$ cat src/rtl/wdt_pkg.sv
package wdt_pkg;
   localparam int RUN_BIT   = 1;
   localparam int RSTEN_BIT = 3;
   localparam int EXP_BIT   = 4;
   localparam int LOCK_BIT  = 0;

   typedef enum logic [2:0] {
      SEL_NONE,
      SEL_LOAD_LO,
      SEL_LOAD_HI,
      SEL_CTRL,
      SEL_LOCK,
      SEL_CNT_LO,
      SEL_CNT_HI
   } reg_sel_e;
endpackage

$ cat src/rtl/wdt_ctrl_regs.sv
module wdt_ctrl_regs
   import wdt_pkg::*;
#(
   parameter int          REG_W   = 16,
   parameter int          ADDR_W  = 12,
   parameter logic [11:0] OFF_LO  = 12'h080,
   parameter logic [11:0] OFF_HI  = 12'h084,
   parameter logic [11:0] OFF_CTL = 12'h088,
   parameter logic [11:0] OFF_LCK = 12'h0A0,
   parameter logic [15:0] KEY     = 16'hE551,
   localparam int         CNT_W   = 2 * REG_W
) (
   input  logic              clk,
   input  logic              rst_n,
   input  logic              if_en,
   input  logic              wr_en,
   input  logic [ADDR_W-1:0] wr_addr,
   input  logic [REG_W-1:0]  wr_data,
   input  logic              expire,
   output logic [REG_W-1:0]  load_lo,
   output logic [REG_W-1:0]  load_hi,
   output logic [CNT_W-1:0]  load_val,
   output logic              run,
   output logic              rst_en,
   output logic              expired,
   output logic              locked,
   output logic              reload,
   output logic              fire
);
   generate
      if (REG_W < 5)  begin : g_bad_w  $error("REG_W too narrow for control bits"); end
      if (REG_W > 16) begin : g_bad_k  $error("REG_W wider than the key"); end
      if (ADDR_W > 12) begin : g_bad_a $error("ADDR_W wider than offsets"); end
   endgenerate

   reg_sel_e   wsel;
   logic       wr_ok;
   logic       cfg_ok;

   always_comb begin
      wsel = SEL_NONE;
      if      (wr_addr == OFF_LO[ADDR_W-1:0])  wsel = SEL_LOAD_LO;
      else if (wr_addr == OFF_HI[ADDR_W-1:0])  wsel = SEL_LOAD_HI;
      else if (wr_addr == OFF_CTL[ADDR_W-1:0]) wsel = SEL_CTRL;
      else if (wr_addr == OFF_LCK[ADDR_W-1:0]) wsel = SEL_LOCK;
   end

   assign wr_ok    = wr_en && if_en;
   assign cfg_ok   = wr_ok && !locked;
   assign load_val = {load_hi, load_lo};
   assign reload   = cfg_ok && (wsel == SEL_CTRL) && wr_data[RUN_BIT] && !run;
   assign fire     = expire && rst_en;

   always_ff @(posedge clk or negedge rst_n) begin
      if (!rst_n) begin
         locked <= 1'b1;
      end else if (wr_ok && wsel == SEL_LOCK) begin
         locked <= (wr_data != KEY[REG_W-1:0]);
      end
   end

   always_ff @(posedge clk or negedge rst_n) begin
      if (!rst_n) begin
         load_lo <= '0;
         load_hi <= '0;
         run     <= 1'b0;
         rst_en  <= 1'b0;
      end else if (cfg_ok) begin
         if (wsel == SEL_LOAD_LO) load_lo <= wr_data;
         if (wsel == SEL_LOAD_HI) load_hi <= wr_data;
         if (wsel == SEL_CTRL) begin
            run    <= wr_data[RUN_BIT];
            rst_en <= wr_data[RSTEN_BIT];
         end
      end
   end

   always_ff @(posedge clk or negedge rst_n) begin
      if (!rst_n)                  expired <= 1'b0;
      else if (reload)             expired <= 1'b0;
      else if (expire && !rst_en)  expired <= 1'b1;
   end

   p_locked_hold_r2: assert property (@(posedge clk) disable iff (!rst_n)
      (locked && wr_en && wsel == SEL_LOAD_LO) |=> $stable(load_lo));
   p_locked_ctrl_r2: assert property (@(posedge clk) disable iff (!rst_n)
      (locked && wr_en && wsel == SEL_CTRL) |=> ($stable(run) && $stable(rst_en)));
   p_key_unlock_r3: assert property (@(posedge clk) disable iff (!rst_n)
      (wr_en && if_en && wsel == SEL_LOCK && wr_data == KEY[REG_W-1:0]) |=> !locked);
   p_no_if_r7: assert property (@(posedge clk) disable iff (!rst_n)
      !if_en |=> ($stable(locked) && $stable(load_lo) && $stable(load_hi)));
   p_flag_r9: assert property (@(posedge clk) disable iff (!rst_n)
      $rose(expired) |-> !rst_en);
endmodule

$ cat src/rtl/wdt_down_counter.sv
module wdt_down_counter #(
   parameter int CNT_W = 32
) (
   input  logic             clk,
   input  logic             rst_n,
   input  logic             tick_en,
   input  logic             run,
   input  logic             reload,
   input  logic [CNT_W-1:0] load_val,
   output logic [CNT_W-1:0] cnt,
   output logic             expire
);
   localparam logic [CNT_W-1:0] ONE = CNT_W'(1);

   logic step;

   generate
      if (CNT_W < 2) begin : g_bad_cnt $error("CNT_W must be at least 2"); end
   endgenerate

   assign step   = tick_en && run && (cnt != '0) && !reload;
   assign expire = step && (cnt == ONE);

   always_ff @(posedge clk or negedge rst_n) begin
      if (!rst_n)      cnt <= '0;
      else if (reload) cnt <= load_val;
      else if (step)   cnt <= cnt - ONE;
   end

   p_reload_r4: assert property (@(posedge clk) disable iff (!rst_n)
      reload |=> (cnt == $past(load_val)));
   p_dec_r5: assert property (@(posedge clk) disable iff (!rst_n)
      (tick_en && run && !reload && cnt != '0) |=> (cnt == $past(cnt) - ONE));
   p_hold_r6: assert property (@(posedge clk) disable iff (!rst_n)
      (!run && !reload) |=> $stable(cnt));
   p_zero_stays_r9: assert property (@(posedge clk) disable iff (!rst_n)
      (cnt == '0 && !reload) |=> (cnt == '0));
endmodule

$ cat src/rtl/wdt_rst_pulse.sv
module wdt_rst_pulse #(
   parameter int PULSE_CYC = 4
) (
   input  logic clk,
   input  logic rst_n,
   input  logic fire,
   output logic rst_out
);
   generate
      if (PULSE_CYC < 1) begin : g_bad_p
         $error("PULSE_CYC must be positive");
      end
      if (PULSE_CYC == 1) begin : g_single
         always_ff @(posedge clk or negedge rst_n) begin
            if (!rst_n) rst_out <= 1'b0;
            else        rst_out <= fire;
         end
      end else begin : g_count
         localparam int PW = $clog2(PULSE_CYC + 1);
         localparam logic [PW-1:0] WIDTH = PW'(PULSE_CYC);
         logic [PW-1:0] left;
         always_ff @(posedge clk or negedge rst_n) begin
            if (!rst_n)            left <= '0;
            else if (fire)         left <= WIDTH;
            else if (left != '0)   left <= left - PW'(1);
         end
         assign rst_out = (left != '0);

         p_bound_r8: assert property (@(posedge clk) disable iff (!rst_n)
            left <= WIDTH);
      end
   endgenerate

   p_start_r8: assert property (@(posedge clk) disable iff (!rst_n)
      fire |=> rst_out);
endmodule

$ cat src/rtl/wdt_keyed.sv
module wdt_keyed
   import wdt_pkg::*;
#(
   parameter int          REG_W     = 16,
   parameter int          ADDR_W    = 12,
   parameter int          PULSE_CYC = 4,
   parameter logic [11:0] OFF_LO    = 12'h080,
   parameter logic [11:0] OFF_HI    = 12'h084,
   parameter logic [11:0] OFF_CTL   = 12'h088,
   parameter logic [11:0] OFF_CLO   = 12'h090,
   parameter logic [11:0] OFF_CHI   = 12'h094,
   parameter logic [11:0] OFF_LCK   = 12'h0A0,
   parameter logic [15:0] KEY       = 16'hE551
) (
   input  logic              clk,
   input  logic              rst_n,
   input  logic              if_en_i,
   input  logic              clk_en_i,
   input  logic              tick_i,
   input  logic              wr_en_i,
   input  logic [ADDR_W-1:0] wr_addr_i,
   input  logic [REG_W-1:0]  wr_data_i,
   input  logic [ADDR_W-1:0] rd_addr_i,
   output logic [REG_W-1:0]  rd_data_o,
   output logic              sys_rst_o
);
   localparam int CNT_W = 2 * REG_W;

   logic [REG_W-1:0] load_lo, load_hi;
   logic [CNT_W-1:0] load_val, cnt;
   logic             run, rst_en, expired, locked, reload, fire, expire;
   reg_sel_e         rsel;

   wdt_ctrl_regs #(
      .REG_W(REG_W), .ADDR_W(ADDR_W), .OFF_LO(OFF_LO), .OFF_HI(OFF_HI),
      .OFF_CTL(OFF_CTL), .OFF_LCK(OFF_LCK), .KEY(KEY)
   ) u_regs (
      .clk(clk), .rst_n(rst_n), .if_en(if_en_i), .wr_en(wr_en_i),
      .wr_addr(wr_addr_i), .wr_data(wr_data_i), .expire(expire),
      .load_lo(load_lo), .load_hi(load_hi), .load_val(load_val),
      .run(run), .rst_en(rst_en), .expired(expired), .locked(locked),
      .reload(reload), .fire(fire)
   );

   wdt_down_counter #(.CNT_W(CNT_W)) u_cnt (
      .clk(clk), .rst_n(rst_n), .tick_en(tick_i && clk_en_i), .run(run),
      .reload(reload), .load_val(load_val), .cnt(cnt), .expire(expire)
   );

   wdt_rst_pulse #(.PULSE_CYC(PULSE_CYC)) u_pulse (
      .clk(clk), .rst_n(rst_n), .fire(fire), .rst_out(sys_rst_o)
   );

   always_comb begin
      rsel = SEL_NONE;
      if      (rd_addr_i == OFF_LO[ADDR_W-1:0])  rsel = SEL_LOAD_LO;
      else if (rd_addr_i == OFF_HI[ADDR_W-1:0])  rsel = SEL_LOAD_HI;
      else if (rd_addr_i == OFF_CTL[ADDR_W-1:0]) rsel = SEL_CTRL;
      else if (rd_addr_i == OFF_LCK[ADDR_W-1:0]) rsel = SEL_LOCK;
      else if (rd_addr_i == OFF_CLO[ADDR_W-1:0]) rsel = SEL_CNT_LO;
      else if (rd_addr_i == OFF_CHI[ADDR_W-1:0]) rsel = SEL_CNT_HI;
   end

   always_comb begin
      rd_data_o = '0;
      case (rsel)
         SEL_LOAD_LO: rd_data_o = load_lo;
         SEL_LOAD_HI: rd_data_o = load_hi;
         SEL_CTRL: begin
            rd_data_o[RUN_BIT]   = run;
            rd_data_o[RSTEN_BIT] = rst_en;
            rd_data_o[EXP_BIT]   = expired;
         end
         SEL_LOCK:   rd_data_o[LOCK_BIT] = locked;
         SEL_CNT_LO: rd_data_o = cnt[REG_W-1:0];
         SEL_CNT_HI: rd_data_o = cnt[CNT_W-1:REG_W];
         default:    rd_data_o = '0;
      endcase
   end

   p_rst_needs_en_r8: assert property (@(posedge clk) disable iff (!rst_n)
      $rose(sys_rst_o) |-> rst_en);
   p_no_exp_if_locked_r1: assert property (@(posedge clk) disable iff (!rst_n)
      (locked && !run) |=> !sys_rst_o || $past(sys_rst_o));
endmodule

$ cat config.mk
export PLATFORM = sky130hd
export DESIGN_NAME = wdt_keyed
export DESIGN_NICKNAME = d
export VERILOG_FILES = /design/src/rtl/wdt_pkg.sv /design/src/rtl/wdt_ctrl_regs.sv /design/src/rtl/wdt_down_counter.sv /design/src/rtl/wdt_rst_pulse.sv /design/src/rtl/wdt_keyed.sv
export SDC_FILE = /design/constraint.sdc
export NUM_CORES = 1
export LEC_CHECK = 0
export BUFFER_PORTS_ARGS = -buffer_cell sky130_fd_sc_hd__buf_2
export CORE_MARGIN = 2
export CORE_UTILIZATION = 33
export CTS_BUF_LIST = sky130_fd_sc_hd__clkbuf_2
export DETAILED_ROUTE_END_ITERATION = 6
export PLACE_DENSITY = 0.57
export REMOVE_ABC_BUFFERS = 1
export SYNTH_ARGS = -nofsm -noshare
export SYNTH_HDL_FRONTEND = slang
export SYNTH_SLANG_ARGS = --single-unit
$ cat constraint.sdc
create_clock -name clk -period 2.95 [get_ports clk]
set_clock_uncertainty 0.1 [all_clocks]
set_input_delay 0.1475 -clock clk [delete_from_list [all_inputs] [get_ports clk]]
set_output_delay 0.1475 -clock clk [all_outputs]
set_load 0.05 [all_outputs]
==> flow_metrics.tcl <==
set metrics [dict create \
    status "finished, final reports clean" \
    fin_ws_ns 0.1658 \
    synth-seq-cells 71 \
    maxSlewViolCount 0 \
    setup_viol 0 \
    portBuffers 62 \
    n_antenna_cell 0 \
    clockBufferDepth 2 \
    drtIter0Drc 296 \
    final_nets 578 \
    arrival_ns 3.10 \
    wl_met2_um 6197 \
    r2r_setup_slack_ns 0.17 \
    grt_max_degree 38 \
    max_freq_mhz 359.2 \
    vias 4008 \
    rsz0062_at_grt "no" \
    worstMarginPinSlew_ns 0.6494 \
    finalSetupTns_ns 0 \
    synthTopCellsByCount "dfrtp_1, mux2_2, nor2_1" \
    dp_slack_ns 0.06619 \
    antenna_left 0 \
    routed_wirelength_um 13090 \
    gp_congestion 0.8679 \
    ys_warn_count 0 \
    clkSlewWorstSetupHoldPaths_ns 0.22 \
    async_reset_ff_frac 1.000 \
    slew_headroom 0.5671 \
    drc_errors 0 \
    yosysMostFrequentCell "dfrtp_1" \
    hpwl_um 9125 \
    cts_root_buf "clkbuf_2" \
    h-tree-depth 3 \
    final.period_utilization 0.9438 \
    synth-edff-count 0 \
    fillerInstances 1262 \
    start_util 0.3402 \
    cp_max_fo 7 \
    post-route-min-period_ns 2.784 \
    netlist.top_cell.by_area "dfrtp_1" \
    synth_top_area_share 0.4064 \
    vias_per_cell 5.726 \
    hold_viol 0 \
    synth_flop_cell "dfrtp_1" \
    end_kind "flop" \
    dr.pass1.iters 5 \
    drv_cap 0 \
    ir_drop_mv 0.1882 \
    clkSinkCount 71 \
    reg2reg_depth 5 \
    syn_avg_cell_area_um2 10.07 \
    ys_seq_area_frac 0.4125 \
    wl_met3_um 588 \
    wl_per_cell_um 18.69 \
    syn_area_um2 4310 \
    die_area_um2 13990 \
    grt_usage 0.1897 \
    synth_cells 428 \
    grt_pass1_vias 3952 \
    hold_path.class "in2async" \
    power.density_nw_per_um2 375.5 \
    die_x_um 118.3 \
    crit_type "reg2reg" \
    numCtsBuffers 9 \
    tritoncts "built" \
    grt_pass1_wl_um 21070 \
    reg2reg_from "u_cnt.cnt[12]" \
    top_layer_used "met4" \
    cp-start-kind "flop" \
    coreArea_um2 12670 \
    yosysUniqueCellTypes 59 \
    rr_endpoint "u_cnt.cnt[26]" \
    antenna_found_initial 0 \
    critPathLaunch "u_cnt.cnt[12]" \
    cellLeakagePower_nw 2.497 \
    die_h_um 118.3 \
    grt_overflow_total 0 \
    io_pins 63 \
    wl_met1_um 6063 \
    synth.area.top_cells "dfrtp_1, mux2_2, o211ai_1" \
    clock_latency_ns 0.54 \
    placementRows 41 \
    drive_above_1_share 0.3447 \
    cp.required_ns 3.27 \
    syn_to_final_growth_pct 23.89 \
]
-- sequential cells by signal (all words and copies together) (netlist names) --
register              cells
u_cnt.cnt                32
u_regs.rst_en             1
u_regs.expired            1
u_regs.load_lo           16
u_regs.run                1
u_regs.load_hi           16
u_regs.locked             1
u_pulse.g_count.left      3
-- routing by layer --
layer | GRT usage | up-vias
li1 | - | 1850
met1 | 0.2627 | 1998
met2 | 0.3082 | 133
met3 | 0.02075 | 27
met4 | 0.06401 | 0
met5 | 0 | -
-- power breakdown --
part           total [mW]  leakage, nW  internal (mW)  switching [mW]
clock network       0.753       0.0928          0.375           0.378
logic               0.239         1.43          0.106           0.133
registers            1.01        0.977          0.999          0.0137
total                2.01         2.50           1.48           0.525
-- per-stage QoR --
| stage | power, mW | utilization | hold slack, ns | cell area (um2) | cells |
|---|---|---|---|---|---|
| finish | 2.005 | 0.4214 | 0.02797 | 5340 | 700 |
| global route | 2.082 | 0.4214 | 0.06056 | 5340 | 700 |
| CTS | 2.014 | 0.4202 | 0.01228 | 5324 | 700 |
| detailed placement | 1.247 | 0.3893 | 0.1068 | 4932 | 661 |
| global placement | 1.236 | 0.3893 | 0.1002 | 4932 | 661 |
| floorplan | 1.147 | - | -0.2481 | 4183 | 402 |
-- area by class of cell --
cell class,instances,area [um2],share of cell area
timing repair buffer,110,728.2,0.1364
clock inverter,5,106.4,0.01992
multi-input combinational,322,2424,0.4538
inverter,9,33.78,0.006326
tap,172,215.2,0.04030
clock buffer,11,55.05,0.01031
sequential,71,1778,0.3329
-- cells by family (layout without fill, tap and decap cells) --
kind of cell | Yosys count | after routing | share of synthesized area
XOR/XNOR | 2 | 2 | 0.004065
buffers and inverters | 35 | 135 | 0.03744
adder cells (fa/ha/maj) | 9 | 9 | 0.02613
AO/OA/AOI/OAI | 89 | 89 | 0.1553
AND/OR/NAND/NOR | 159 | 159 | 0.2000
flip-flops | 71 | 71 | 0.4125
multiplexers | 63 | 63 | 0.1646
-- worst max-delay path, stage by stage (launching register included) --
cell	delay [ns]
dfrtp_1	0.50
or4_2	0.72
or3_4	0.40
or3_1	0.40
mux2_4	0.27
a221o_1	0.29
-- cells in the final DEF (no fill, tap or decap), drive strengths merged, types with 3 or more instances in the layout --
| master | count |
|---|---|
| mux2i | 3 |
| nor4b | 4 |
| inv | 10 |
| o31ai | 7 |
| o221ai | 4 |
| a22oi | 14 |
| or2 | 3 |
| or4 | 10 |
| dlygate4sd3 | 23 |
| o21ai | 5 |
| a21oi | 3 |
| dfrtp | 70 |
| nand4 | 8 |
| bufinv | 3 |
| a31oi | 11 |
| nand3 | 15 |
| nor2 | 36 |
| nor3b | 4 |
| nor4 | 12 |
| o211ai | 19 |
| buf | 87 |
| nor4bb | 3 |
| or3 | 9 |
| mux2 | 60 |
| ha | 9 |
| clkbuf | 11 |
| nor3 | 7 |
| nand2 | 35 |
| o311ai | 9 |
| a22o | 3 |
-- worst max-delay path by stage --
stage	to	slack, ns	cells past startpoint
after CTS	rd_data_o[0]	0.07	12
after global placement	rd_data_o[0]	0.20	12
final	u_cnt.cnt[26]	0.17	5
after global routing	rd_data_o[0]	0.02	12
after floorplan	u_cnt.cnt[9]	-0.70	5
after detailed placement	rd_data_o[0]	0.07	12
-- timing repair --
action / CTS / global route
hold buffers: 23 / 0
endpoints found under the setup margin: 0 / 15
buffers inserted: 0 / 0
hold endpoints to repair: 59 / 0
resized for setup: 0 / 4
(Power assumes the default switching activity.)
